==> src/rtl/dma_seq_pkg.sv <==
package dma_seq_pkg;

  // channel-relative register offsets
  localparam logic [4:0] OFS_SRC  = 5'h04;
  localparam logic [4:0] OFS_DST  = 5'h08;
  localparam logic [4:0] OFS_LIM  = 5'h0C;
  localparam logic [4:0] OFS_EVW  = 5'h10;
  localparam logic [4:0] OFS_PAU  = 5'h14;
  localparam logic [4:0] OFS_PAT  = 5'h18;
  localparam logic [4:0] OFS_CTL  = 5'h1C;

  typedef enum logic [2:0] {
    ST_OFF, ST_WAIT, ST_RD, ST_WR, ST_GAP, ST_FIN
  } seq_st_e;

  typedef enum logic [1:0] {
    UPD_INC  = 2'b00,
    UPD_DEC  = 2'b01,
    UPD_HOLD = 2'b10,
    UPD_PAT  = 2'b11
  } upd_e;

  typedef struct packed {
    logic       en;
    logic       ie;
    logic       rep;
    logic       imm;
    upd_e       supd;
    upd_e       dupd;
    logic [3:0] blk_lg;
  } ctrl_t;

  function automatic ctrl_t ctrl_from_word(input logic [31:0] w);
    ctrl_t c;
    c.en     = w[31];
    c.ie     = w[30];
    c.rep    = w[29];
    c.imm    = w[28];
    c.supd   = upd_e'(w[14:13]);
    c.dupd   = upd_e'(w[11:10]);
    c.blk_lg = w[3:0];
    return c;
  endfunction

  function automatic logic [31:0] ctrl_to_word(input ctrl_t c);
    logic [31:0] w;
    w        = '0;
    w[31]    = c.en;
    w[30]    = c.ie;
    w[29]    = c.rep;
    w[28]    = c.imm;
    w[14:13] = c.supd;
    w[11:10] = c.dupd;
    w[3:0]   = c.blk_lg;
    return w;
  endfunction

  // pointer after one access; hold and pattern leave it alone
  function automatic logic [31:0] step_addr(input logic [31:0] a, input upd_e m);
    case (m)
      UPD_INC: return a + 32'd4;
      UPD_DEC: return a - 32'd4;
      default: return a;
    endcase
  endfunction

  // words in the next burst: nominal size clipped by what is left
  function automatic logic [31:0] blk_take(input logic [3:0] lg, input logic [31:0] left);
    logic [31:0] nom;
    nom = 32'd1 << lg;
    return (left < nom) ? left : nom;
  endfunction

endpackage

==> src/rtl/dma_seq_regs.sv <==
module dma_seq_regs
  import dma_seq_pkg::*;
#(
  parameter int CNT_W = 20,
  parameter int IVL_W = 16
) (
  input  logic             clk,
  input  logic             rst_n,
  input  logic             reg_wr,
  input  logic [4:0]       reg_ofs,
  input  logic [31:0]      reg_wdata,
  output logic [31:0]      reg_rdata,
  input  logic [31:0]      src_cur,
  input  logic [31:0]      dst_cur,
  input  logic             en_clr,
  output logic             src_ld,
  output logic             dst_ld,
  output logic [31:0]      ld_addr,
  output ctrl_t            ctrl,
  output logic [CNT_W-1:0] lim,
  output logic [CNT_W-1:0] evw,
  output logic [IVL_W-1:0] pau,
  output logic [31:0]      pat
);

  logic ctl_wr;

  assign src_ld  = reg_wr && (reg_ofs == OFS_SRC);
  assign dst_ld  = reg_wr && (reg_ofs == OFS_DST);
  assign ctl_wr  = reg_wr && (reg_ofs == OFS_CTL);
  assign ld_addr = {reg_wdata[31:2], 2'b00};

  always_ff @(posedge clk) begin
    if (!rst_n) begin
      ctrl <= '0;
      lim  <= '0;
      evw  <= '0;
      pau  <= '0;
      pat  <= '0;
    end else begin
      if (reg_wr && reg_ofs == OFS_LIM) lim <= reg_wdata[CNT_W-1:0];
      if (reg_wr && reg_ofs == OFS_EVW) evw <= reg_wdata[CNT_W-1:0];
      if (reg_wr && reg_ofs == OFS_PAU) pau <= reg_wdata[IVL_W-1:0];
      if (reg_wr && reg_ofs == OFS_PAT) pat <= reg_wdata;
      // a software write in the same cycle wins over the self-clear
      if (ctl_wr)      ctrl    <= ctrl_from_word(reg_wdata);
      else if (en_clr) ctrl.en <= 1'b0;
    end
  end

  always_comb begin
    unique case (reg_ofs)
      OFS_SRC: reg_rdata = src_cur;
      OFS_DST: reg_rdata = dst_cur;
      OFS_LIM: reg_rdata = 32'(lim);
      OFS_EVW: reg_rdata = 32'(evw);
      OFS_PAU: reg_rdata = 32'(pau);
      OFS_PAT: reg_rdata = pat;
      OFS_CTL: reg_rdata = ctrl_to_word(ctrl);
      default: reg_rdata = '0;
    endcase
  end

endmodule

==> src/rtl/dma_seq_ptr.sv <==
module dma_seq_ptr
  import dma_seq_pkg::*;
(
  input  logic        clk,
  input  logic        rst_n,
  input  logic        ld,
  input  logic [31:0] ld_val,
  input  logic        step,
  input  upd_e        mode,
  output logic [31:0] cur
);

  always_ff @(posedge clk) begin
    if (!rst_n)    cur <= '0;
    else if (ld)   cur <= ld_val;
    else if (step) cur <= step_addr(cur, mode);
  end

endmodule

==> src/rtl/dma_seq_fsm.sv <==
module dma_seq_fsm
  import dma_seq_pkg::*;
#(
  parameter int CNT_W = 20,
  parameter int IVL_W = 16
) (
  input  logic             clk,
  input  logic             rst_n,
  input  ctrl_t            ctrl,
  input  logic [CNT_W-1:0] lim,
  input  logic [CNT_W-1:0] evw,
  input  logic [IVL_W-1:0] pau,
  input  logic [31:0]      pat,
  input  logic [31:0]      src_cur,
  input  logic [31:0]      dst_cur,
  input  logic             start_evt,
  input  logic             bm_ack,
  input  logic [31:0]      bm_rdata,
  output logic             bm_req,
  output logic             bm_we,
  output logic [31:0]      bm_addr,
  output logic [31:0]      bm_wdata,
  output logic             bm_lock,
  output logic             done,
  output logic             irq,
  output logic             en_clr,
  output logic             rd_done,
  output logic             wr_done,
  output logic             evt_take,
  output logic             pat_mode
);

  localparam int ACC_W = CNT_W + 1;

  seq_st_e          st;
  logic [CNT_W-1:0] run_rem;
  logic [CNT_W-1:0] blk_rem;
  logic [IVL_W-1:0] gap_cnt;
  logic [ACC_W-1:0] acc;
  logic [31:0]      data_q;
  logic             lock_q;
  logic             rep_mode;
  logic             goal_hit;
  logic             launch;
  seq_st_e          first_st;

  assign pat_mode = (ctrl.supd == UPD_PAT);
  assign rep_mode = ctrl.rep && !ctrl.imm;
  assign first_st = pat_mode ? ST_WR : ST_RD;
  assign goal_hit = (acc + ACC_W'(evw)) >= ACC_W'(lim);
  assign evt_take = (st == ST_WAIT) && ctrl.en && start_evt;
  assign launch   = evt_take || ((st == ST_OFF) && ctrl.en && ctrl.imm);

  assign bm_req   = (st == ST_RD) || (st == ST_WR);
  assign bm_we    = (st == ST_WR);
  assign bm_addr  = (st == ST_WR) ? dst_cur : src_cur;
  assign bm_wdata = pat_mode ? pat : data_q;
  assign bm_lock  = lock_q;
  assign rd_done  = (st == ST_RD) && bm_ack;
  assign wr_done  = (st == ST_WR) && bm_ack;

  assign done   = (st == ST_FIN) && (ctrl.imm || rep_mode || goal_hit);
  assign en_clr = (st == ST_FIN) && (ctrl.imm || (!rep_mode && goal_hit));
  assign irq    = done && ctrl.ie;

  always_ff @(posedge clk) begin
    if (!rst_n) begin
      st      <= ST_OFF;
      run_rem <= '0;
      blk_rem <= '0;
      gap_cnt <= '0;
      acc     <= '0;
      data_q  <= '0;
      lock_q  <= 1'b0;
    end else begin
      unique case (st)
        ST_OFF: begin
          if (ctrl.en) begin
            acc <= '0;
            if (!ctrl.imm) st <= ST_WAIT;
          end
        end
        ST_WAIT: begin
          if (!ctrl.en) st <= ST_OFF;
        end
        ST_RD: begin
          if (bm_ack) begin
            data_q <= bm_rdata;
            st     <= ST_WR;
          end
        end
        ST_WR: begin
          if (bm_ack) begin
            run_rem <= run_rem - 1'b1;
            blk_rem <= blk_rem - 1'b1;
            if (run_rem == CNT_W'(1)) begin
              lock_q <= 1'b0;
              st     <= ST_FIN;
            end else if (blk_rem == CNT_W'(1)) begin
              lock_q  <= 1'b0;
              gap_cnt <= pau;
              st      <= ST_GAP;
            end else begin
              st <= first_st;
            end
          end
        end
        ST_GAP: begin
          if (!ctrl.en) begin
            st <= ST_OFF;
          end else if (gap_cnt == '0) begin
            blk_rem <= CNT_W'(blk_take(ctrl.blk_lg, 32'(run_rem)));
            lock_q  <= 1'b1;
            st      <= first_st;
          end else begin
            gap_cnt <= gap_cnt - 1'b1;
          end
        end
        ST_FIN: begin
          acc <= acc + ACC_W'(evw);
          st  <= en_clr ? ST_OFF : ST_WAIT;
        end
        default: st <= ST_OFF;
      endcase
      if (launch) begin
        run_rem <= evw;
        blk_rem <= CNT_W'(blk_take(ctrl.blk_lg, 32'(evw)));
        lock_q  <= (evw != '0);
        st      <= (evw == '0) ? ST_FIN : first_st;
      end
    end
  end

endmodule

==> src/rtl/dma_chan_seq.sv <==
module dma_chan_seq
  import dma_seq_pkg::*;
#(
  parameter int CNT_W = 20,
  parameter int IVL_W = 16
) (
  input  logic        clk,
  input  logic        rst_n,
  input  logic        reg_wr,
  input  logic [4:0]  reg_ofs,
  input  logic [31:0] reg_wdata,
  output logic [31:0] reg_rdata,
  input  logic        start_evt,
  output logic        bm_req,
  output logic        bm_we,
  output logic [31:0] bm_addr,
  output logic [31:0] bm_wdata,
  input  logic [31:0] bm_rdata,
  input  logic        bm_ack,
  output logic        bm_lock,
  output logic        done,
  output logic        irq
);

  ctrl_t            ctrl;
  logic [CNT_W-1:0] lim;
  logic [CNT_W-1:0] evw;
  logic [IVL_W-1:0] pau;
  logic [31:0]      pat;
  logic [31:0]      src_cur;
  logic [31:0]      dst_cur;
  logic [31:0]      ld_addr;
  logic             src_ld;
  logic             dst_ld;
  logic             en_clr;
  logic             rd_done;
  logic             wr_done;
  logic             evt_take;
  logic             pat_mode;
  upd_e             dst_mode;

  // a destination code of 11 behaves as hold
  assign dst_mode = (ctrl.dupd == UPD_PAT) ? UPD_HOLD : ctrl.dupd;

  dma_seq_regs #(.CNT_W(CNT_W), .IVL_W(IVL_W)) u_regs (
    .clk(clk), .rst_n(rst_n), .reg_wr(reg_wr), .reg_ofs(reg_ofs),
    .reg_wdata(reg_wdata), .reg_rdata(reg_rdata),
    .src_cur(src_cur), .dst_cur(dst_cur), .en_clr(en_clr),
    .src_ld(src_ld), .dst_ld(dst_ld), .ld_addr(ld_addr),
    .ctrl(ctrl), .lim(lim), .evw(evw), .pau(pau), .pat(pat)
  );

  dma_seq_ptr u_src_ptr (
    .clk(clk), .rst_n(rst_n), .ld(src_ld), .ld_val(ld_addr),
    .step(rd_done), .mode(ctrl.supd), .cur(src_cur)
  );

  dma_seq_ptr u_dst_ptr (
    .clk(clk), .rst_n(rst_n), .ld(dst_ld), .ld_val(ld_addr),
    .step(wr_done), .mode(dst_mode), .cur(dst_cur)
  );

  dma_seq_fsm #(.CNT_W(CNT_W), .IVL_W(IVL_W)) u_fsm (
    .clk(clk), .rst_n(rst_n), .ctrl(ctrl), .lim(lim), .evw(evw),
    .pau(pau), .pat(pat), .src_cur(src_cur), .dst_cur(dst_cur),
    .start_evt(start_evt), .bm_ack(bm_ack), .bm_rdata(bm_rdata),
    .bm_req(bm_req), .bm_we(bm_we), .bm_addr(bm_addr), .bm_wdata(bm_wdata),
    .bm_lock(bm_lock), .done(done), .irq(irq), .en_clr(en_clr),
    .rd_done(rd_done), .wr_done(wr_done), .evt_take(evt_take),
    .pat_mode(pat_mode)
  );

endmodule

==> config.mk <==
export PLATFORM = sky130hd
export DESIGN_NAME = dma_chan_seq
export DESIGN_NICKNAME = d
export VERILOG_FILES = /design/src/rtl/dma_seq_pkg.sv /design/src/rtl/dma_seq_regs.sv /design/src/rtl/dma_seq_ptr.sv /design/src/rtl/dma_seq_fsm.sv /design/src/rtl/dma_chan_seq.sv
export SDC_FILE = /design/constraint.sdc
export NUM_CORES = 1
export LEC_CHECK = 0
export BUFFER_PORTS_ARGS = -buffer_cell sky130_fd_sc_hd__buf_4
export CORE_ASPECT_RATIO = 0.75
export CORE_MARGIN = 2
export CORE_UTILIZATION = 38
export DETAILED_ROUTE_END_ITERATION = 16
export SLEW_MARGIN = 20
export SYNTH_ARGS = -nofsm -noshare
export SYNTH_HDL_FRONTEND = slang
export SYNTH_HIERARCHICAL = 1
export SYNTH_SLANG_ARGS = --single-unit
==> constraint.sdc <==
create_clock -name clk -period 6.16 [get_ports clk]
set_input_delay 1.232 -clock clk [delete_from_list [all_inputs] [get_ports clk]]
set_output_delay 1.232 -clock clk [all_outputs]
set_load 0.03 [all_outputs]
==> flow_summary.toml, run 1 <==
[routing]
drt_iter0_markers = 3232
vias = 21740
wl_mm = 85.34
first_pass_iters = 6
ant_nets = 0
wire_per_inst_um = 24.25
routed_via_density = 6.178
route.detailed.drc = 0

[global_routing]
first_global_vias = 19180
grt_max_degree = 108
grt_pass1_wl_mm = 124.8
grtUsageTotal = 0.2972
gr-total-overflow = 0
antenna_found_initial = 4

[critical_path]
path_class = "reg2out"
critPathArrivalTime_ps = 4740
crit_required_ps = 4930
path_max_fanout = 5
critPathLaunchType = "flip-flop"
cp-end-kind = "output port"

[clock_tree]
cts.htree.levels = 2
clockBufferDepth = 3
cts_buffers = 35
clk-insertion-delay-late_ps = 580
clkTransAtPathRegs_ps = 60
cts-root-buf = "clkbuf_16"
clock-sinks = 277
cts_hold_buffers = 0
tritoncts = "done"

[timing]
setup_ws_ps = 185.5
post-route-period-util = 0.9699
period_needed_ps = 5974
timing.fmax_mhz = 167.4
skew_ps = 28.11
timing.hold.ws_ps = 452.8
hold_viol_final = 0
slew_headroom = 0.2855
finalSetupTns_ps = 0
finalMaxSlewViolations = 0
setup_viol = 0
tightest_slew_ps = 1068
rsz0062_at_grt = "no"

[placement]
port_buffers = 174
gp_congestion = 0.9729
dp.final_hpwl_mm = 63.19
dp_slack_ps = 504.8

[cells_and_area]
area_delta_synth_final_pct = 13.17
nFillCells = 5488
regArea_sq_mm = 0.005550
multiInputGateArea_sq_mm = 0.01337
layout-drive-gt1-share = 0.1415
fin_nets = 2934

[floorplan]
ios = 175
die_w_um = 270.2
initial_core_util = 0.3826
rows = 73
die_area_sq_mm = 0.05504
die_h_um = 203.7
placeableCoreArea_sq_mm = 0.05279

[power]
power.density_mw_per_mm2 = 188.6
power.leakage_uw = 0.008663
ir_drop_uv = 131.6

[logic_synthesis]
yosys_warnings = 6
syn_avg_cell_area_sq_um = 7.316
netlist_area_sq_mm = 0.02020
netlist_instances = 2761

[job]
maxCapViolations = 0

[status]
outcome = "finished clean"

[hold_path]
hp-class = "reg2reg"
-- report_power, final --
part | leakage [uW] | switching, uW | internal (uW)
combinational | 0.00583 | 191 | 92.2
clock | 0.000596 | 905 | 1300
sequential | 0.00223 | 24.0 | 1800
-- final timing paths --
path	start	endpoint	slack [ps]	cells past startpoint
max	u_regs/evw[1]	irq	190	18
min	u_fsm/data_q[11]	u_fsm/data_q[11]	450	2
max reg2reg	u_regs/evw[1]	u_regs/ctrl[11]	1730	20
min reg2reg	u_fsm/data_q[11]	u_fsm/data_q[11]	450	2
-- timing repair --
| action | 4_1_cts | 5_1_grt |
|---|---|---|
| resized for setup | 4 | 10 |
| pin swaps | 2 | 4 |
| buffers inserted | 0 | 2 |
| endpoints found under the setup margin | 2 | 2 |
-- area by class of cell --
| cell class | count | area share |
|---|---|---|
| clock buffers | 45 | 0.04258 |
| multi-input cells | 2197 | 0.5848 |
| well taps | 712 | 0.03897 |
| diodes | 2 | 0.0002189 |
| inverters | 56 | 0.009194 |
| clock inverters | 16 | 0.01002 |
| repair buffers | 214 | 0.07148 |
| flip-flops and latches | 277 | 0.2428 |
-- sequential cells by signal, summed over array words and instances (netlist names) --
| register | count |
|---|---|
| u_fsm/blk_rem | 20 |
| u_dst_ptr/cur | 32 |
| u_fsm/st | 3 |
| u_fsm/bm_lock | 1 |
| u_regs/pat | 32 |
| u_regs/ctrl | 12 |
| u_regs/lim | 20 |
| u_regs/pau | 16 |
| u_src_ptr/cur | 32 |
| u_regs/evw | 20 |
| u_fsm/run_rem | 20 |
| u_fsm/gap_cnt | 16 |
| u_fsm/acc | 21 |
| u_fsm/data_q | 32 |
-- cell usage in the layout, fill, tap and decap left out, types with 11 or more instances in the layout --
master / count
buf_4: 210
o21ai_0: 150
a21boi_1: 38
xnor2_1: 58
or4_1: 13
ha_1: 78
nand2b_1: 23
nand4_1: 53
o22ai_1: 16
and3_1: 15
or2_2: 11
mux2i_1: 47
nand2_1: 548
and4_1: 11
nor3_1: 52
o21a_1: 17
xor2_1: 28
nor4_1: 38
a31oi_1: 24
nor2b_1: 33
o211ai_1: 22
a21oi_1: 201
clkbuf_16: 35
a22oi_1: 61
mux2_2: 38
and2_1: 41
inv_1: 52
nand3_1: 96
dfxtp_1: 273
nor2_1: 194
a211oi_1: 17
a21boi_0: 37
a21o_1: 17
or3_1: 23
-- stage by stage --
stage                     cell area (sq um)  instances  power, uW    util
after floorplan                       20200       2762       2011       -
after global placement                21570       3452       2129  0.4086
after detailed placement              21570       3452       2131  0.4086
after CTS                             22780       3513       4334  0.4315
after global routing                  22860       3519       4434  0.4330
final                                 22860       3519       4311  0.4330
-- layer usage --
metal,vias up,GRT usage,wire [um]
met5,-,0,0
met4,0,0.06354,1517
met3,107,0.09219,10980
met2,1284,0.3854,32300
met1,10450,0.4643,40540
li1,9901,-,-
-- critical path, cell delays in order (launching register included) --
cell	delay, ps
dfxtp_2	350
ha_1	310
a211o_1	310
a21oi_2	190
o211ai_1	170
a31o_2	250
o31a_1	290
o21ai_1	160
nor2b_2	200
xnor2_1	140
ha_1	270
nand3_1	110
o22ai_1	70
o21a_1	170
o21a_1	160
a2111oi_1	380
nand3_1	200
o211a_1	270
buf_4	170
Note: power is estimated with default switching activity, not from simulation.
==> run 2, diff against run 1 <==
--- a/config.mk
+++ b/config.mk
@@ -5,6 +5,7 @@
 export SDC_FILE = /design/constraint.sdc
 export NUM_CORES = 1
 export LEC_CHECK = 0
+export ABC_AREA = 1
 export BUFFER_PORTS_ARGS = -buffer_cell sky130_fd_sc_hd__buf_4
 export CORE_ASPECT_RATIO = 0.75
 export CORE_MARGIN = 2
==> run 2 against run 1 <==
  * Power is essentially flat
  * Sequential cell count is the same
  * Register-to-register slack gained 170 ps
  * Combinational power grew 20%
  * Sequential power is essentially flat
==> flow_summary.toml, run 2 <==
[logic_synthesis]
netlist_area_sq_mm = 0.02276
netlist_instances = 3920
syn_avg_cell_area_sq_um = 5.807
yosys_warnings = 6

[routing]
vias = 25660
drt_iter0_markers = 3308
route.detailed.drc = 0
ant_nets = 0
wire_per_inst_um = 19.42
first_pass_iters = 6
wl_mm = 92.77
routed_via_density = 5.372

[critical_path]
critPathLaunchType = "flip-flop"
path_class = "reg2out"
cp-end-kind = "output port"
path_max_fanout = 6
crit_required_ps = 4930
critPathArrivalTime_ps = 4620
rrSetupSlack_ps = 1900

[job]
maxCapViolations = 0

[timing]
period_needed_ps = 5851
rsz0062_at_grt = "no"
slew_headroom = 0.2986
setup_viol = 0
timing.hold.ws_ps = 472.7
finalSetupTns_ps = 0
hold_viol_final = 0
skew_ps = 25.03
finalMaxSlewViolations = 0
timing.fmax_mhz = 170.9
post-route-period-util = 0.9498
tightest_slew_ps = 1048

[placement]
port_buffers = 174
gp_congestion = 1.006
dp.final_hpwl_mm = 69.64
dp.cells = 4712

[cells_and_area]
fin_util = 0.4297
fin_nets = 4113
layout-drive-gt1-share = 0.1036
area_delta_synth_final_pct = 11.49
multiInputGateArea_sq_mm = 0.01446
layout_common_cells = "nand2_1, nor2_1, inv_1"
stdcell_count = 4777
final_common_cell = "nand2_1"
nFillCells = 6459
regArea_sq_mm = 0.005545

[power]
power.density_mw_per_mm2 = 169.8
power.leakage_uw = 0.01252
ir_drop_uv = 150.2

[floorplan]
ios = 175
die_w_um = 286.6
initial_core_util = 0.3854
rows = 77
die_h_um = 216.0
placeableCoreArea_sq_mm = 0.05906
die_area_sq_mm = 0.06189

[clock_tree]
cts-root-buf = "clkbuf_16"
cts.htree.levels = 2
clk-insertion-delay-late_ps = 560
cts_buffers = 35
clkTransAtPathRegs_ps = 60
clock-sinks = 277
clockBufferDepth = 3
tritoncts = "done"

[hold_path]
hp-class = "reg2reg"

[global_routing]
first_global_vias = 22190
gr-total-overflow = 0
grt_max_degree = 85
antenna_found_initial = 3
grt_pass1_wl_mm = 138.7
grtUsageTotal = 0.2917

[status]
outcome = "finished clean"
-- run 2: area by class of cell --
class	instances	area share
clock buffers	52	0.04018
inverters	450	0.06676
repair buffers	202	0.06040
diodes	2	0.0001972
clock inverters	10	0.005276
multi-input cells	2994	0.5697
well taps	790	0.03895
flip-flops and latches	277	0.2185
-- run 2: per-layer routing --
metal / up-vias / routed length (um) / global-route usage
met4: 4 / 2253 / 0.07417
met5: - / 27 / 0
met1: 11740 / 44430 / 0.4535
met3: 113 / 10840 / 0.07865
met2: 1215 / 35220 / 0.3840
li1: 12590 / - / -
-- run 2: path summary, 6_finish.rpt --
path	depth (start not counted)	from	to
worst min register to register	2	u_fsm/acc[6]	u_fsm/acc[6]
worst max register to register	26	u_regs/evw[0]	u_regs/ctrl[11]
worst max-delay path	26	u_regs/evw[0]	irq
worst min-delay path	2	u_fsm/acc[6]	u_fsm/acc[6]
-- run 2: timing repair --
action / 4_1_cts / 5_1_grt
gates resized for setup: 0 / 2
setup buffers: 0 / 1
hold buffers: 0 / 0
setup endpoints to repair: 0 / 2
-- run 2: stage by stage --
stage	total power (uW)	cell area (sq um)	worst slack, ps
2_1_floorplan	2058	22770	1408
3_3_place_gp	2193	24200	906.5
3_5_place_dp	2191	24200	853.3
4_1_cts	4336	25350	247.6
5_1_grt	4443	25370	48.24
6_report	4309	25380	309.2
-- run 2: worst max-delay path: stages (launching register included) --
cell and delay [ps]:
dfxtp_1 360, ha_1 250, fa_1 490, nand3_1 130, nand2_1 140, a21boi_2 190, o21ai_0 180, a21oi_2 230
o21ai_2 100, xor2_1 200, ha_1 280, nand2_1 90, inv_1 70, nand2_1 70, nand2_1 40, a21oi_1 120
nand2_1 70, nand2_1 60, nand2_1 60, nand2_1 60, nand2_1 40, nand2_1 50, nand3_1 210, nand3b_1 240
nand2_1 120, nor2_1 50, buf_4 170
-- run 2: report_power, final --
group | total, uW | internal [uW] | leakage, uW | switching, uW
clock network | 2140 | 1270 | 0.000562 | 874
logic | 340 | 91.8 | 0.00972 | 248
registers | 1820 | 1800 | 0.00223 | 20.7
